===== src/rtl/rle_encoder.sv =====
module rle_encoder #(
  parameter int DW = 8,
  parameter int CW = 8
) (
  input  logic               clk,
  input  logic               rst,
  input  logic               in_valid,
  input  logic [DW-1:0]      in_data,
  input  logic               in_last,
  output logic               out_valid,
  output logic [CW+DW-1:0]   out_data,
  output logic               out_last
);
  localparam logic [CW-1:0] CMAX = '1;
  localparam logic [CW-1:0] ONE  = CW'(1);

  logic          act, pend;
  logic [DW-1:0] val, pval;
  logic [CW-1:0] cnt;

  wire           same = act && (in_data == val);
  wire [CW-1:0]  nxt  = cnt + ONE;
  wire           sat  = (nxt == CMAX);

  always_ff @(posedge clk) begin
    if (rst) begin
      act       <= 1'b0;
      pend      <= 1'b0;
      val       <= '0;
      pval      <= '0;
      cnt       <= '0;
      out_valid <= 1'b0;
      out_last  <= 1'b0;
      out_data  <= '0;
    end else begin
      out_valid <= 1'b0;
      out_last  <= 1'b0;
      if (pend) begin
        out_valid <= 1'b1;
        out_last  <= 1'b1;
        out_data  <= {ONE, pval};
        pend      <= 1'b0;
        if (in_valid) begin
          if (in_last) begin
            pend <= 1'b1;
            pval <= in_data;
            act  <= 1'b0;
          end else begin
            act <= 1'b1;
            val <= in_data;
            cnt <= ONE;
          end
        end
      end else if (in_valid) begin
        if (!act) begin
          if (in_last) begin
            out_valid <= 1'b1;
            out_last  <= 1'b1;
            out_data  <= {ONE, in_data};
          end else begin
            act <= 1'b1;
            val <= in_data;
            cnt <= ONE;
          end
        end else if (same) begin
          if (sat || in_last) begin
            out_valid <= 1'b1;
            out_last  <= in_last;
            out_data  <= {nxt, val};
            act       <= 1'b0;
          end else begin
            cnt <= nxt;
          end
        end else begin
          out_valid <= 1'b1;
          out_data  <= {cnt, val};
          if (in_last) begin
            pend <= 1'b1;
            pval <= in_data;
            act  <= 1'b0;
          end else begin
            val <= in_data;
            cnt <= ONE;
          end
        end
      end
    end
  end
endmodule



===== config.mk =====
export PLATFORM = sky130hd
export DESIGN_NAME = rle_encoder
export DESIGN_NICKNAME = d
export VERILOG_FILES = /design/src/rtl/rle_encoder.sv
export SDC_FILE = /design/constraint.sdc
export NUM_CORES = 1
export LEC_CHECK = 0
export BUFFER_PORTS_ARGS = -buffer_cell sky130_fd_sc_hd__buf_4
export CORE_UTILIZATION = 52
export DETAILED_ROUTE_END_ITERATION = 10
export PLACE_DENSITY = 0.76
export REMOVE_ABC_BUFFERS = 1
export SKIP_LAST_GASP = 1
export SLEW_MARGIN = 20
export SYNTH_ARGS = -nofsm -noshare
export SYNTH_HDL_FRONTEND = slang
export SYNTH_SLANG_ARGS = --single-unit

===== constraint.sdc =====
create_clock -name clk -period 2 [get_ports clk]
set_clock_uncertainty 0.1 [all_clocks]
set_input_delay 0.1 -clock clk [delete_from_list [all_inputs] [get_ports clk]]
set_output_delay 0.1 -clock clk [all_outputs]
set_load 0.02 [all_outputs]

## Yosys cells after proc, flatten, opt, wreduce, memory -nomap -nowiden

Index checks and enable logic that the tools add are counted.

| storage, ports and cells | value |
|---|---|
| output and inout bits | 18 |
| logic and storage cells | 77 |
| input port bits | 12 |
| register bits | 44 |

| operators by class | value |
|---|---|
| equal/unequal tests | 7 |
| multiplexer cells | 48 |
| reduce and logical (&&, ||, !) cells | 12 |
| add/sub/neg operators | 1 |

Operators by type and width:

| operator | count |
|---|---|
| $mux 8 | 19 |
| $mux 16 | 4 |
| $mux 1 | 23 |
| $mux 9 | 2 |
| $reduce_and 3->1 | 3 |
| $add 8x1->8 const B | 1 |
| $eq 8x8->1 | 1 |
| $eq 8x8->1 const B | 1 |
| $reduce_bool 2->1 | 3 |
| $ne 4x3->1 const B | 1 |
| $ne 4x4->1 const B | 1 |
| $reduce_and 2->1 | 2 |
| $ne 3x2->1 const B | 1 |
| $ne 3x3->1 const B | 1 |
| $reduce_bool 3->1 | 1 |
| $ne 2x2->1 const B | 1 |
| $reduce_or 2->1 | 1 |
| $logic_and 1x1->1 | 1 |
| $logic_or 1x1->1 | 1 |

## Longest topological paths before layout

Gate-level depths: netlist of the first run.

| depth | value |
|---|---|
| depth after elaboration | 8 |
| mapped depth | 10 |
| gate-level depth less buffers | 7 |

## Worst setup path after synthesis of the first run

No wires, ideal clock.

| path | value |
|---|---|
| kind | reg2reg |
| from | register cnt[1] |
| to | register out_data[0] |
| arrival | 1.841 ns |
| stages on the path, launching flop included | 8 |
| path buffers | 0 |
| path slack | -0.020 ns |
| required time | 1.821 ns |
| setup time | 0.079 ns |
| clock period less this slack | 2.020 ns |
| cells stage by stage | dfxtp_1 > ha_1 > nor2b_1 > o21ai_1 > a211o_1 > a21oi_4 > or4b_2 > o211ai_1 |

| between the ends | value |
|---|---|
| longest elaborated chain between the ends | 5 |

Ends and longest elaborated chain:

| element | RTL line | RTL |
|---|---|---|
| from (decl) | 19 | `logic [CW-1:0] cnt;` |
| from (signal assigned) | 72 | `cnt <= nxt;` |
| $add 8x1->8 | 22 | `wire [CW-1:0] nxt = cnt + ONE;` |
| $eq 8x8->1 | 23 | `wire sat = (nxt == CMAX);` |
| $logic_or 1x1->1 | 66 | `if (sat \|\| in_last) begin` |
| $ne 4x3->1 (no source line) | n/a |  |
| $reduce_and 3->1 (no source line) | n/a |  |
| to (signal assigned) | 41 | `out_data <= {ONE, pval};` |
| to (signal assigned) | 69 | `out_data <= {nxt, val};` |
| to (signal assigned) | 76 | `out_data <= {cnt, val};` |
| to (decl) | 11 | `output logic [CW+DW-1:0] out_data,` |

Every way passes these cells.
A chain may end at the register's enable or synchronous reset.

## Final worst setup path of the first run

| path | value |
|---|---|
| from | register cnt[0] |
| to | register out_data[4] |

The elaborated chain is that of the path after synthesis.

==> results of run 1 <==
-- worst min path at each step --
| stage | endpoint | slack [ns] | depth (start not counted) | from |
|---|---|---|---|---|
| final | out_data[7] | 0.02 | 3 | in_data[7] |
| after CTS | out_data[15] | 0.03 | 4 | in_last |
| after detailed placement | out_data[15] | 0.23 | 2 | in_valid |
| after global routing | out_data[7] | 0.05 | 3 | in_data[7] |
| after floorplan | out_data[8] | 0.07 | 1 | rst |
| after global placement | out_data[15] | 0.23 | 2 | in_valid |
-- cells by family after synthesis --
family	count (synthesis)	synth area share (%)
adders and majority gates	2	1.067
AOI/OAI and AO/OA	60	17.56
buffers and inverters	25	5.282
xor gates and xnor gates	14	5.230
DFF	44	37.57
muxes	16	6.830
and+or+nand+nor	109	26.47
-- critical path, stage by stage, from the launching register on --
cell,delay (ns)
dfxtp_4,0.40
nand4_1,0.16
xor2_1,0.24
a211o_1,0.25
a21oi_4,0.13
buf_6,0.18
or4b_4,0.49
o211ai_1,0.14
-- synthesized netlist by cell type (all sizes together) (4+ instances only) --
library cell	n
nand3	10
mux2i	16
o21ai	11
nor3	7
o211ai	8
or4b	8
dfxtp	44
xnor2	9
o2111ai	9
and3	4
nand4	4
nor2	29
a21oi	17
buf	9
nand2	18
nand2b	16
clkbuf	13
xor2	5
-- layout make-up --
| class | instances | area (um2) |
|---|---|---|
| clock buffer | 6 | 82.58 |
| clock inverter | 2 | 38.79 |
| fill | 284 | 973.4 |
| inverter | 3 | 11.26 |
| multi-input combinational | 202 | 1528 |
| sequential | 44 | 903.4 |
| tap | 52 | 65.06 |
| timing repair buffer | 89 | 752.0 |
-- per-layer routing --
metal,wire (um),up-vias
met2,3349,60
li1,-,1120
met3,258,18
met1,2921,1112
met5,0,-
met4,181,0
-- through the flow --
stage	util [%]	power [mW]	setup TNS (ns)
floorplan	-	1.080	-1.448
global placement	64.08	1.197	-0.6169
detailed placement	64.08	1.202	-1.728
CTS	72.61	1.966	-0.4950
global route	77.64	2.082	-3.026
finish	77.64	2.015	-0.7632
-- state kept, by name (all words and copies together), names as in the netlist --
name	count
act	1
pval	8
out_data	16
out_valid	1
out_last	1
cnt	8
val	8
pend	1
-- placed cells by master (no fill, tap or decap), types with 3 or more instances in the layout --
cell type | synthesis | final
buf_6 | 2 | 7
o21ai_0 | 10 | 8
buf_4 | 3 | 69
nand2b_1 | 16 | 16
clkbuf_8 | 0 | 6
xnor2_1 | 9 | 3
or2_2 | 3 | 3
a21oi_2 | 0 | 3
a21oi_1 | 16 | 14
dfxtp_1 | 44 | 32
mux2i_1 | 16 | 16
nand3_1 | 10 | 10
xnor2_2 | 0 | 5
and3_1 | 4 | 3
o2111ai_1 | 9 | 8
o211ai_1 | 8 | 8
or4b_4 | 0 | 4
dfxtp_2 | 0 | 9
nand2_1 | 18 | 17
inv_1 | 3 | 3
nand3b_1 | 3 | 3
nor3_1 | 6 | 6
xor2_1 | 5 | 5
dlygate4sd3_1 | 0 | 11
nor2_1 | 28 | 27
dfxtp_4 | 0 | 3
-- power groups by stage --
stage                     combinational (mW)  sequential [mW]  clock (mW)
after global routing                   0.355            0.934       0.792
after global placement                 0.250            0.947           0
after floorplan                        0.111            0.970           0
after detailed placement               0.254            0.948           0
after CTS                              0.290            0.927       0.748
final                                  0.334            0.931       0.749
-- what timing repair did --
item                                   CTS  global route
cloned                                   1             2
pin swaps                               17            24
buffers inserted                         8             4
endpoints found under the hold margin   17             0
hold buffers                            11             0
gates resized for setup                 23            37
setup endpoints to repair               24            40
==> flow_summary.ini, run 1 <==
[floorplan]
die_y_um = 69.15
dieArea_mm2 = 0.004782
num_io_pins = 30
core_area_mm2 = 0.004354
start_util_pct = 53.85
dieWidth_um = 69.15
num_rows = 24

[power_and_ir_drop]
p_comb_share_pct = 16.6
clkPwrFrac_pct = 37.2
ir_drop_v = 0.0006706
intPower_mw = 1.479
cellLeakagePower_nw = 1.388
p_sw_share_pct = 26.60
p_switching_mw = 0.5359
powerDensity_mw_per_mm2 = 595.9
seq_power_share_pct = 46.2

[global_route]
grt_use_met3_pct = 5.409
grt_use_met2_pct = 44.23
grt_busiest_layer = met2
met1_usage_pct = 32.75
grt_pass1_vias = 2201
grt-ovfl-total = 0
grt_pass1_wl_mm = 10.18
grt_use_total_pct = 26.22
antenna_found_initial = 0
grt_max_degree = 32

[placed_design]
place_congestion = 0.8418
portBuffers = 29
placed_cell_area_mm2 = 0.002790
hpwl_mm = 3.786
placed_cells = 364
dp_slack_ns = -0.1561

[timing]
fin_crit_sh_pct = 108.4
setup_viol_count_final = 14
slew_violations = 0
fin_crit_ns = 2.167
relSlewSlack_pct = 60.89
hold_viol = 0
worstMarginPinSlew_ns = 0.5806
whs_ns = 0.02113
fin_ws_ns = -0.1671
fmax_ghz = 0.4615
rsz0062_at_grt = true

[routing]
drt_pass1_iterations = 4
vias = 2310
routed_via_density = 5.804
drt-initial-drc-count = 155
drt_wl_total_mm = 6.711
ant_nets = 0
drcViolationCount = 0
wl_per_cell_um = 16.86

[setup_path]
endpoint = out_data[4]
cp_data_arrival_time_ns = 2.29
endpoint_kind = register
rrSetupSlack_ns = -0.17
r2r_end = out_data[4]
r2r_cells = 7
critPathLaunchType = register
worstPathMaxFanout = 7
r2r_start = cnt[0]
startpoint = cnt[0]
critPathKind = register to register
worstPathRequired_ns = 2.12

[synthesis]
synth.top_cell.area_share_pct = 37.57
yosys_warnings = 0
synth_edf_count = 0
synth-seq-cells = 44
syn_area_per_cell_um2 = 8.684
synth_ff_type = dfxtp_1
synth_cells = 270
seq_area_frac_synth_pct = 37.57
synth_area_leaders = dfxtp_1, mux2i_1, nor2_1
synth_area_leader_cell = dfxtp_1
synthArstFlopShare_pct = 0
synth_cell_types = 45
syn_area_mm2 = 0.002345

[cts]
clk_latency_ns = 0.32
cts_root_buffer = clkbuf_8
tritoncts = yes
cts_sinks = 44
cts_buffers = 5
cts_buffer_depth = 2
htreeDepth = 2
cts.clk_slew.worst_paths_ns = 0.09

[flow_run]
drv_cap = 0

[outcome]
violations = setup timing
status = finished with violations

[layout]
fin_cells = 398
diodes = 0
stdcell_area_mm2 = 0.003381
drive_above_1_share_pct = 38.73
syn2layout_area_growth_pct = 44.18
nNetsFinal = 359

[hold_path]
hold_path_class = input pin to register
(Power assumes the default switching activity.)
==> run 2: changes to the inputs <==
--- a/config.mk
+++ b/config.mk
@@ -6,9 +6,8 @@
 export NUM_CORES = 1
 export LEC_CHECK = 0
 export BUFFER_PORTS_ARGS = -buffer_cell sky130_fd_sc_hd__buf_4
-export CORE_UTILIZATION = 52
+export CORE_UTILIZATION = 35
 export DETAILED_ROUTE_END_ITERATION = 10
-export PLACE_DENSITY = 0.76
 export REMOVE_ABC_BUFFERS = 1
 export SKIP_LAST_GASP = 1
 export SLEW_MARGIN = 20
==> run 2 against run 1 <==
  * The flow finishes with violations (DRC, setup timing)
  * Combinational power about the same
  * Register-to-register slack better by 0.12 ns
  * Clock power down 2%
  * Sequential cell count unchanged
  * Clock-buffer cell count unchanged
  * Worst setup slack better by 0.12 ns
  * Die area up 47%
  * Largest power group unchanged
==> flow_summary.ini, run 2 (synthesized netlist as in run 1, its figures left out) <==
[routing]
ant_nets = 0
vias = 2240
drcViolationCount = 2
routed_via_density = 5.333
wl_per_cell_um = 15.38
drt_pass1_iterations = 7
drt-initial-drc-count = 169
drt_wl_total_mm = 6.460

[timing]
fin_crit_sh_pct = 102.3
fmax_ghz = 0.4889
worstMarginPinSlew_ns = 0.6513
relSlewSlack_pct = 56.12
fin_ws_ns = -0.04526
setup_viol_count_final = 15
fin_crit_ns = 2.045
rsz0062_at_grt = true
slew_violations = 0
whs_ns = 0.01970
tns_ns = -0.3326
hold_viol = 0

[setup_path]
rrSetupSlack_ns = -0.05
critPathLaunchType = register
worstPathRequired_ns = 2.14
critPathKind = register to register
cp_data_arrival_time_ns = 2.18
r2r_cells = 8
endpoint_kind = register
r2r_end = out_data[9]
worstPathMaxFanout = 8
r2r_start = cnt[0]

[cts]
cts_root_buffer = clkbuf_8
cts_buffer_depth = 2
clk_latency_ns = 0.30
cts_sinks = 44
cts_buffers = 5
htreeDepth = 2
tritoncts = yes
cts.clk_slew.worst_paths_ns = 0.09

[hold_path]
min_path_cells = 3
holdPathEnd = out_last
hold_path_class = input pin to register
hold_start = in_last

[layout]
largest_register_ffs = 16
diodes = 0
largest-register = out_data
fill_cells = 586
final_common_cell = buf_4
syn2layout_area_growth_pct = 45.73
nNetsFinal = 356
final_cell_mix = buf_4, dfxtp_1, nor2_1
drive_above_1_share_pct = 39.36

[global_route]
antenna_found_initial = 0
grt-ovfl-total = 0
grt_max_degree = 48
grt_use_total_pct = 18.97
grt_pass1_wl_mm = 10.63
grt_pass1_vias = 2165

[placed_design]
place_congestion = 0.8719
portBuffers = 29
hpwl_mm = 3.982

[flow_run]
drv_cap = 0

[floorplan]
num_io_pins = 30
dieArea_mm2 = 0.007031
core_area_mm2 = 0.006422
dieWidth_um = 83.85
die_y_um = 83.85
num_rows = 29
start_util_pct = 36.51

[power_and_ir_drop]
ir_drop_v = 0.0003631
cellLeakagePower_nw = 1.376
powerDensity_mw_per_mm2 = 585.3

[outcome]
violations = DRC, setup timing
status = finished with violations
## run 2: cell count changes in the layout (fill, tap and decap cells not counted), sizes merged
cell         delta
dlygate4sd3     -2
clkbuf          -1
## run 2: cell type report
type	count	area, um2	share of cell area, %
Sequential cell	44	899.6	26.33
Multi-Input combinational cell	202	1574	46.06
Clock inverter	2	38.79	1.135
Inverter	3	11.26	0.3295
Clock buffer	6	82.58	2.417
Tap cell	77	96.34	2.819
Timing Repair Buffer	86	714.4	20.91
## run 2: worst max-delay path, cell delays in order (launching register included)
cell       delay (ns)
dfxtp_4          0.39
ha_4             0.18
nor2b_4          0.11
o21ai_2          0.08
a211o_4          0.38
a21oi_4          0.31
buf_6            0.19
o2111ai_2        0.11
a21oi_1          0.13
## run 2: how the worst max path moves through the flow
stage / start / end / cells after the start
floorplan: cnt[0] / out_data[0] / 7
global placement: cnt[0] / out_data[9] / 8
detailed placement: cnt[0] / out_data[9] / 8
CTS: val[4] / out_data[6] / 7
global route: cnt[0] / out_data[12] / 8
finish: cnt[0] / out_data[9] / 8
## run 2: where the power goes
group | switching (mW) | leakage (nW) | internal [mW] | total [mW]
sequential | 0.0246 | 0.363 | 0.906 | 0.931
combinational | 0.170 | 0.951 | 0.164 | 0.334
clock | 0.326 | 0.0614 | 0.409 | 0.735
total | 0.521 | 1.38 | 1.48 | 2.00
## run 2: routing by layer
metal	vias up	part of all wire, %	track usage, %
li1	1115	-	-
met1	1068	44	24.23
met2	48	50	33.01
met3	9	4.2	2.967
met4	0	1.4	5.329
met5	-	0	0
## run 2: stage by stage
stage               instances  cell area [um2]  utilization (%)  total power, mW  worst slack, ns
finish                    420             3417            53.20            2.000         -0.04526
floorplan                 248             2232                -            1.080          -0.1341
global placement          392             2844            44.28            1.212         -0.06144
detailed placement        392             2844            44.28            1.214          -0.1293
CTS                       417             3269            50.91            1.995         -0.05919
global route              420             3417            53.20            2.081          -0.1248
## run 2: what timing repair did
item / in CTS / in global routing
hold buffers: 9 / 0
hold endpoints to repair: 18 / 0
resized for setup: 38 / 27
cloned: 2 / 0
pin swaps: 14 / 20
setup buffers: 6 / 4
setup endpoints to repair: 22 / 42
==> run 3: changes to the inputs <==
--- a/config.mk
+++ b/config.mk
@@ -5,9 +5,9 @@
 export SDC_FILE = /design/constraint.sdc
 export NUM_CORES = 1
 export LEC_CHECK = 0
-export BUFFER_PORTS_ARGS = -buffer_cell sky130_fd_sc_hd__buf_4
 export CORE_UTILIZATION = 35
 export DETAILED_ROUTE_END_ITERATION = 10
+export DONT_BUFFER_PORTS = 1
 export REMOVE_ABC_BUFFERS = 1
 export SKIP_LAST_GASP = 1
 export SLEW_MARGIN = 20
==> constraint.sdc (replaced) <==
create_clock -name clk -period 2 [get_ports clk]
set_clock_uncertainty 0.1 [all_clocks]
set_input_delay 0.3 -clock clk [delete_from_list [all_inputs] [get_ports clk]]
set_output_delay 0.3 -clock clk [all_outputs]
set_load 0.02 [all_outputs]
==> run 3 against run 2 <==
  * The flow finishes with violations (DRC, hold timing)
  * Cell area down 11%
  * Global-route usage down 2.6 points
  * Worst hold slack worse by 0.056 ns
  * Die area unchanged
  * Fmax up 2.5%
  * Sequential power up 2%
  * Non-clock buffer count down 33
  * Clock power down 27%
  * Wire length down 11%
  * Total power down 15%
  * Largest cell class unchanged
  * Largest power group unchanged
==> flow_summary.ini, run 3 (synthesized netlist as in run 1, its figures left out) <==
[global_route]
met1_usage_pct = 20.81
grt_use_met2_pct = 26.30
grt_busiest_layer = met2
antenna_found_initial = 0
grt_pass1_wl_mm = 9.163
grt_use_met3_pct = 4.847
grt-ovfl-total = 0
grt_use_total_pct = 16.33
grt_pass1_vias = 1896
grt_max_degree = 48

[placed_design]
place_congestion = 0.8556
hpwl_mm = 3.766
portBuffers = 0

[floorplan]
num_rows = 29
dieWidth_um = 83.85
start_util_pct = 36.51
core_area_mm2 = 0.006422
die_y_um = 83.85
dieArea_mm2 = 0.007031
num_io_pins = 30

[timing]
hold_viol = 26
fin_crit_ns = 1.994
rsz0062_at_grt = true
fmax_ghz = 0.5014
slew_violations = 0
whs_ns = -0.03628
setup_viol_count_final = 0
fin_crit_sh_pct = 99.72
relSlewSlack_pct = 62.55
worstMarginPinSlew_ns = 0.5611
tns_ns = 0

[cts]
tritoncts = yes
cts_sinks = 44
cts_buffers = 5
cts.clk_slew.worst_paths_ns = 0.08
clk_latency_ns = 0.30
cts_buffer_depth = 2
htreeDepth = 2
holdBufCountCts = 1
cts_root_buffer = clkbuf_8

[setup_path]
worstPathMaxFanout = 9
endpoint_kind = register
crit_path_cell_trace = ha_4 > nor2b_4 > o21ai_2 > a211o_1 > a21oi_4 > buf_8 > buf_6 > nor3_1 > a311oi_2
cp_data_arrival_time_ns = 2.11
critPathLaunchType = register
critPathKind = register to register
startpoint = cnt[0]
r2r_start = cnt[0]
crit_slowest_cell = dfxtp_4
worstPathRequired_ns = 2.11
critPathMaxStageDelay_ns = 0.38

[power_and_ir_drop]
seq_power_share_pct = 55.9
clkPwrFrac_pct = 31.6
powerDensity_mw_per_mm2 = 561.9
power_mw = 1.701
p_switching_mw = 0.4415
cellLeakagePower_nw = 1.172
intPower_mw = 1.260
p_comb_share_pct = 12.5
ir_drop_v = 0.0003145
p_sw_share_pct = 25.95

[layout]
postLayoutCoreUtil_pct = 47.15
multi_input_area_mm2 = 0.001469
nNetsFinal = 322
fill_cells = 608
largest-register = out_data
diodes = 0
largest_register_ffs = 16
syn2layout_area_growth_pct = 29.14
final_cell_mix = buf_4, dfxtp_1, nor2_1
drive_above_1_share_pct = 31.82
ff_latch_area_um2 = 898.4
final_common_cell = buf_4

[flow_run]
drv_cap = 0

[routing]
drcViolationCount = 2
vias = 2066
wl_per_cell_um = 14.86
routed_via_density = 5.366
ant_nets = 0
drt-initial-drc-count = 107
drt_pass1_iterations = 7
drt_wl_total_mm = 5.722

[hold_path]
hold_path_class = input pin to register
hold_start = rst

[outcome]
violations = DRC, hold timing
status = finished with violations
## run 3: changes by cell type in the layout (fill, tap and decap cells not counted), moves of 2 or more
cell / change
o2111ai_1: +3
buf_4: -26
buf_8: +2
o2111ai_4: -2
o21ai_0: +3
buf_6: -2
o21ai_1: -3
dlygate4sd3_1: -8
## run 3: routing by layer
layer | wire length (um) | part of all wire, % | vias to the layer above
li1 | - | - | 1035
met1 | 2623 | 46 | 974
met2 | 2663 | 47 | 46
met3 | 347 | 6.1 | 11
met4 | 87 | 1.5 | 0
met5 | 0 | 0 | -
## run 3: final cells by class
cell class	instances	share of cell area, %
well taps	77	3.182
inverters	3	0.3719
multi-input cells	201	48.51
clock buffers	5	2.273
clock inverters	2	0.4132
flip-flops and latches	44	29.67
repair buffers	53	15.58
## run 3: worst paths after layout
kind,slack [ns],depth (start not counted),endpoint
hold / removal,-0.04,1,val[5]
setup / recovery,0.006,9,out_data[8]
hold reg to reg,0.38,2,out_data[4]
setup reg to reg,0.006,9,out_data[8]
## run 3: per-stage QoR
step	instance area (um2)	cells	worst slack [ns]	hold WS [ns]
2_1_floorplan	2232	248	-0.1341	0.2679
3_3_place_gp	2634	364	-0.1272	0.2743
3_5_place_dp	2634	364	-0.1887	0.2766
4_1_cts	2768	375	-0.08942	-0.05004
5_1_grt	3028	385	-0.07354	-0.05989
6_report	3028	385	0.005510	-0.03628
## run 3: power by group through the flow
stage	clock [mW]	combinational, mW	sequential [mW]
final	0.538	0.213	0.950
after CTS	0.567	0.178	0.949
after global routing	0.592	0.233	0.955
after floorplan	0	0.111	0.970
after global placement	0	0.172	0.969
after detailed placement	0	0.174	0.969
## run 3: worst max-delay path: cells and delay by family (launching register included)
kind	cells	cell delay, ns
AO/OA/AOI/OAI	4	0.81
adder cells (fa/ha/maj)	1	0.18
buffers and inverters	2	0.29
flip-flops	1	0.38
AND/OR/NAND/NOR	2	0.14
## run 3: timing repair
| action | CTS | global route |
|---|---|---|
| resized for setup | 9 | 39 |
| gates cloned | 0 | 1 |
| buffers inserted | 3 | 10 |
| setup endpoints to repair | 20 | 39 |
| pin swaps | 6 | 22 |
| hold endpoints to repair | 27 | 26 |
